==> src/rtl/tmr_cmp_unit.sv <==
module tmr_cmp_unit #(
  parameter int DW = 8,
  parameter int AW = 3
) (
  input  logic          clk,
  input  logic          rst_n,
  input  logic          tick,
  input  logic          mode16,
  input  logic          wr_en,
  input  logic [AW-1:0] wr_addr,
  input  logic [DW-1:0] wr_data,
  input  logic          ack_a,
  input  logic          ack_b,
  output logic [2*DW-1:0] cnt_q,
  output logic          flag_a,
  output logic          flag_b,
  output logic          irq_a,
  output logic          irq_b
);
  localparam int CW = 2 * DW;
  localparam logic [AW-1:0] A_CNT_LO = AW'(0);
  localparam logic [AW-1:0] A_CNT_HI = AW'(1);
  localparam logic [AW-1:0] A_CMPA_L = AW'(2);
  localparam logic [AW-1:0] A_CMPA_H = AW'(3);
  localparam logic [AW-1:0] A_CMPB   = AW'(4);
  localparam logic [AW-1:0] A_FCLR   = AW'(5);
  localparam logic [AW-1:0] A_IEN    = AW'(6);

  logic [DW-1:0] hi_tmp, cmp_b;
  logic [CW-1:0] cmp_a;
  logic [1:0]    ien;
  logic          blk, pend_a, pend_b;

  wire lo_wr  = wr_en && wr_addr == A_CNT_LO;
  wire hi_wr  = wr_en && wr_addr == A_CNT_HI;
  wire cnt_wr = lo_wr || hi_wr;
  wire fclr   = wr_en && wr_addr == A_FCLR;

  wire match_a = mode16 ? (cnt_q == cmp_a) : (cnt_q[DW-1:0] == cmp_a[DW-1:0]);
  wire match_b = !mode16 && (cnt_q[DW-1:0] == cmp_b);
  wire set_a   = tick && pend_a;
  wire set_b   = tick && pend_b;
  wire clr_a   = ack_a || (fclr && wr_data[0]);
  wire clr_b   = ack_b || (fclr && wr_data[1]);

  assign irq_a = flag_a && ien[0];
  assign irq_b = flag_b && ien[1];

  always_ff @(posedge clk) begin
    if (!rst_n) begin
      hi_tmp <= '0;
      cmp_a  <= '0;
      cmp_b  <= '0;
      ien    <= '0;
    end else if (wr_en) begin
      case (wr_addr)
        A_CNT_HI: hi_tmp <= wr_data;
        A_CMPA_L: cmp_a[DW-1:0] <= wr_data;
        A_CMPA_H: cmp_a[CW-1:DW] <= wr_data;
        A_CMPB:   cmp_b <= wr_data;
        A_IEN:    ien <= wr_data[1:0];
        default: ;
      endcase
    end
  end

  always_ff @(posedge clk) begin
    if (!rst_n)
      cnt_q <= '0;
    else if (lo_wr)
      cnt_q <= {hi_tmp, wr_data};
    else if (tick)
      cnt_q <= mode16 ? cnt_q + CW'(1) : {cnt_q[CW-1:DW], cnt_q[DW-1:0] + DW'(1)};
  end

  always_ff @(posedge clk) begin
    if (!rst_n) begin
      blk    <= 1'b0;
      pend_a <= 1'b0;
      pend_b <= 1'b0;
    end else if (cnt_wr) begin
      blk    <= 1'b1;
      pend_a <= 1'b0;
      pend_b <= 1'b0;
    end else if (tick) begin
      blk    <= 1'b0;
      pend_a <= match_a && !blk;
      pend_b <= match_b && !blk;
    end
  end

  always_ff @(posedge clk) begin
    if (!rst_n) begin
      flag_a <= 1'b0;
      flag_b <= 1'b0;
    end else begin
      if (set_a)      flag_a <= 1'b1;
      else if (clr_a) flag_a <= 1'b0;
      if (set_b)      flag_b <= 1'b1;
      else if (clr_b) flag_b <= 1'b0;
    end
  end

  AST_CNT_STEP: assert property (@(posedge clk) disable iff (!rst_n)
    tick && !lo_wr |=> cnt_q[DW-1:0] == $past(cnt_q[DW-1:0]) + DW'(1));
  AST_SET_NEEDS_TICK: assert property (@(posedge clk) disable iff (!rst_n)
    $rose(flag_a) |-> $past(tick));
  AST_B_SILENT_16: assert property (@(posedge clk) disable iff (!rst_n)
    tick && mode16 |=> !pend_b);
  AST_FALL_NEEDS_CLEAR: assert property (@(posedge clk) disable iff (!rst_n)
    $fell(flag_a) |-> $past(ack_a || (wr_en && wr_addr == A_FCLR && wr_data[0])));
  AST_BLOCKED_TICK: assert property (@(posedge clk) disable iff (!rst_n)
    tick && blk |=> !pend_a && !pend_b);
  AST_SET_WINS: assert property (@(posedge clk) disable iff (!rst_n)
    tick && pend_a |=> flag_a);
endmodule

==> config.mk <==
export PLATFORM = sky130hd
export DESIGN_NAME = tmr_cmp_unit
export DESIGN_NICKNAME = d
export VERILOG_FILES = /design/src/rtl/tmr_cmp_unit.sv
export SDC_FILE = /design/constraint.sdc
export NUM_CORES = 1
export LEC_CHECK = 0
export ABC_AREA = 1
export ABC_CLOCK_PERIOD_IN_PS = 1800
export BUFFER_PORTS_ARGS = -buffer_cell sky130_fd_sc_hd__buf_2
export CORE_MARGIN = 3
export CORE_UTILIZATION = 57
export CTS_CLUSTER_DIAMETER = 100
export DETAILED_ROUTE_END_ITERATION = 12
export PLACE_DENSITY = 0.79
export SETUP_SLACK_MARGIN = 0.02
export SYNTH_ARGS = -nofsm -noshare
export SYNTH_HDL_FRONTEND = slang
export SYNTH_SLANG_ARGS = --single-unit
export TNS_END_PERCENT = 20
==> constraint.sdc <==
create_clock -name clk -period 1.8 [get_ports clk]
set_clock_uncertainty 0.05 [all_clocks]
set_input_delay 0.18 -clock clk [delete_from_list [all_inputs] [get_ports clk]]
set_output_delay 0.18 -clock clk [all_outputs]
set_load 0.05 [all_outputs]
-- Yosys cells after proc, flatten, opt, wreduce, memory -nomap -nowiden
Cells that the tools add are included.
- register bits after elaboration: 55
- output and inout bits: 20
- equal/unequal tests: 9
- add/sub/neg operators: 2
- reduce and logical (&&, ||, !) cells: 30
- bitwise operators: 1
- muxes and demuxes: 10
- operator list (operator ; number):
    two-way mux 16 bit ; 3
    adder 16 x 1 -> 16 bit, second input constant ; 1
    equality test 16 bit ; 1
    equality test 8 bit ; 2
    logical AND 1 bit ; 12
    AND reduction 2 bit ; 6
    nonzero test 2 bit ; 5
    equality test 3 bit, second input constant ; 3
    adder 8 x 1 -> 8 bit, second input constant ; 1
    two-way mux 1 bit ; 7
    equality test 3 x 2 -> 1 bit, second input constant ; 2
    equality test 3 x 1 -> 1 bit, second input constant ; 1
    logical NOT 3 bit ; 1
    logical OR 1 bit ; 3
    logical NOT 1 bit ; 2
    OR reduction 2 bit ; 1
    inverter 1 bit ; 1

-- Depth between registers and ports, before layout
- depth in word-level cells: 6
- mapped depth: 9
- gate-level depth less buffers: 9

-- Least setup slack after synthesis
Ideal clock, no wire load.
- path type: reg-to-reg
- from: register cnt_q[1]
- to: register cnt_q[6]
- data arrival time: 1.634 ns
- library setup time: 0.074 ns
- clock period less this slack: 1.758 ns
- buffers on the path: 0
- stages on the path, launching flop included: 7
- setup slack: 0.042 ns
- path through: dfxtp_1 > ha_1 > nand3_1 > nor2_1 > xor2_1 > nand2_1 > a31oi_1
- word-level cells in the longest chain between the ends: 4
- elaborated cells between the ends (all ways): 5
- classes of those cells: add/sub: 2; mux: 3
- RTL lines (what ; RTL line ; text):
    start, declared ; 14 ; output logic [2*DW-1:0] cnt_q,
    start signal, assigned ; 71 ; cnt_q <= {hi_tmp, wr_data};
    start signal, assigned ; 73 ; cnt_q <= mode16 ? cnt_q + CW'(1) : {cnt_q[CW-1:DW], cnt_q[DW-1:0] + DW'(1)};
    adder 16 x 1 -> 16 bit / adder 8 x 1 -> 8 bit (equally long branches) ; 73 ;
    two-way mux 16 bit * ; 73 ;
    two-way mux 16 bit * ; 72 ; else if (tick)
    two-way mux 16 bit * ; 70 ; else if (lo_wr)
Mark *: on every way between the ends. The rest lies on a longest branch, timed or not. The select of a mux whose other input is x is not followed.
A chain may end at the register's enable or synchronous reset.

-- Final worst setup path
- from: register cnt_q[0]
- to: register cnt_q[14]
- word-level cells in the longest chain between the ends: 4
- RTL lines (what ; RTL line):
    adder 16 x 1 -> 16 bit ; 73
    two-way mux 16 bit ; 73
    two-way mux 16 bit ; 72
    two-way mux 16 bit ; 70
Every way passes these cells. The select of a mux whose other input is x is not followed.

==> flow_metrics.tcl <==
set metrics [dict create \
    grt_pass1_wl_mm 11.7 \
    max_slew_margin 0.659 \
    die_w_um 76.1 \
    yosysTopAreaCellShare 0.393 \
    crit_arrival_ns 1.75 \
    min_period_over_period 0.863 \
    gp_congestion 0.879 \
    yosysUniqueCellTypes 28 \
    clkLatencyLatePin_ns 0.32 \
    antenna_found_initial 0 \
    cpMostUsedCell "nand3_1" \
    maxCapViolCount 0 \
    hold_buffers 0 \
    post_drt_wl_per_cell_um 14.0 \
    hold_slack_ns 0.0605 \
    num_rows 24 \
    area_delta_synth_final_pct 11.7 \
    final_nets 466 \
    synth_edf_count 0 \
    cts_resized 0 \
    max_freq_mhz 644 \
    coreArea_um2 4530 \
    synth_seq_area_share 0.393 \
    ys_warn_count 0 \
    drtIter0Drc 247 \
    vias 2765 \
    synth_flop_cell "dfxtp_1" \
    drc 0 \
    stdcell_area_um2 3130 \
    io_pins 38 \
    status "completed" \
    cts_buffers 5 \
    hold_viol_final 0 \
    cpPeakStageDelay_ns 0.45 \
    ys_seq_elements 55 \
    synthCells 411 \
    place_area_um2 3030 \
    drive_gt1_frac 0.150 \
    avgSynthCellArea_um2 6.82 \
    dp_hpwl_mm 5.39 \
    cts_setup_buffers 0 \
    worstMarginPinSlew_ns 0.512 \
    n_antenna_cell 0 \
    path_delay_family "simple AND/OR/NAND/NOR gates" \
    cts.sinks 55 \
    netlist_area_um2 2800 \
    htreeDepth 2 \
    drt-pass1-iter-count 7 \
    cts-root-buf "clkbuf_8" \
    grt_overflow 0 \
    ir_drop_uv 476 \
    path_buf_inv 0 \
    worstSetupPathType "reg2reg" \
    die_area_um2 5790 \
    synthTopCellsByArea "dfxtp_1, nand2_1, o21ai_0, inv_1, nor2_1" \
    vias_per_cell 5.39 \
    crit_slowest_cell "dfxtp_1" \
    io_buffers 37 \
    grt_usage 0.252 \
    ant_nets 0 \
    cp_max_fo 6 \
    cts_tree "built" \
    finalMaxSlewViolations 0 \
    ctsLongestPathBuffers 2 \
    start_kind "flop" \
    synth-async-reset-ratio 0 \
    dieHeight_um 76.1 \
    initial_utilization 0.618 \
    cts.clk_slew.worst_paths_ns 0.11 \
    rsz0062_at_grt "no" \
    endpoint_kind "flop" \
    finalSetupViolCount 0 \
    synth_area_leader_cell "dfxtp_1" \
    syn-num-nets 430 \
    fin_crit_ns 1.55 \
    power.density_nw_per_um2 754 \
    routed_wl_mm 7.20 \
    power_leakage_nw 1.39 \
    cp_cell_sequence "ha_1, nand3_1, nor2_1, nand3_1, nand2_1, nand3_1, a31oi_1" \
    setup_tns_ns 0 \
    grt_pass1_vias 2340 \
    critPathRequiredTime_ns 1.99 \
    hp-class "in2reg" \
    grt_max_degree 33 \
]
==> routing by layer <==
layer	global-route usage	wire, um	vias to the layer above
met5	0	0	-
met3	0.0496	614	9
met2	0.393	3210	126
li1	-	-	1395
met4	0.0598	68	0
met1	0.358	3300	1235
==> cells in the final DEF (no fill, tap or decap), drive strengths merged <==
cell type / n
nor3: 3
a31oi: 7
a21oi: 34
nor2: 60
clkbuf: 6
buf: 41
dfxtp: 55
ha: 1
xor2: 8
xnor2: 9
nand3b: 2
inv: 56
nand3: 17
o22ai: 5
nand2: 87
o21ai: 46
clkinv: 2
nand4: 9
==> flip-flops by register name (all words and copies together), names as in the netlist <==
register  flops
hi_tmp        8
cmp_a        16
ien           2
flag_a        1
flag_b        1
cnt_q        16
pend_a        1
blk           1
pend_b        1
cmp_b         8
==> layout make-up <==
class / instances / area, um^2
clock buffer: 6 / 82.6
multi-input combinational: 288 / 1420
inverter: 56 / 210
fill: 412 / 1400
timing repair buffer: 41 / 215
clock inverter: 2 / 17.5
tap: 65 / 81.3
sequential: 55 / 1100
==> worst reg2reg max path: cells and delay by family (launching register included) <==
| kind | cells | cell delay, ns |
|---|---|---|
| compound gates | 1 | 0.13 |
| simple gates | 5 | 0.66 |
| fa+ha+maj | 1 | 0.20 |
| flops | 1 | 0.45 |
==> metrics by stage <==
step	setup slack, ns	instances	utilization	power, mW
floorplan	0.0418	411	-	1.52
CTS	0.266	513	0.690	2.36
global route	0.0417	513	0.690	2.45
detailed placement	0.285	505	0.668	1.62
finish	0.247	513	0.690	2.36
global placement	0.352	505	0.668	1.61
==> power by group <==
part | switching [mW] | total (mW) | internal [mW]
Combinational | 0.204 | 0.301 | 0.0967
Clock | 0.440 | 0.763 | 0.323
Sequential | 0.0376 | 1.30 | 1.26
==> final timing paths <==
check            from   endpoint  slack (ns)  depth (start not counted)
max reg2reg  cnt_q[0]  cnt_q[14]        0.25                          7
min             ack_a     flag_a        0.06                          3
max          cnt_q[0]  cnt_q[14]        0.25                          7
min reg2reg    pend_b     pend_b        0.42                          2
==> cell usage after synthesis, types with 4 or more instances <==
| library cell | instances |
|---|---|
| a21oi_1 | 32 |
| a31oi_1 | 7 |
| buf_2 | 4 |
| dfxtp_1 | 55 |
| inv_1 | 52 |
| nand2_1 | 82 |
| nand2_2 | 4 |
| nand3_1 | 17 |
| nand4_1 | 9 |
| nor2_1 | 51 |
| nor2_2 | 6 |
| o21ai_0 | 45 |
| o22ai_1 | 5 |
| xnor2_1 | 9 |
| xor2_1 | 8 |
==> cells by family after synthesis <==
logic type	Yosys count	share of synthesized area
and+or+nand+nor	178	0.278
adders and majority gates	1	0.00446
xor gates and xnor gates	17	0.0531
buffers and inverters	68	0.0996
AOI/OAI and AO/OA	92	0.172
DFF	55	0.393
Power figures use the tool's default switching activity.
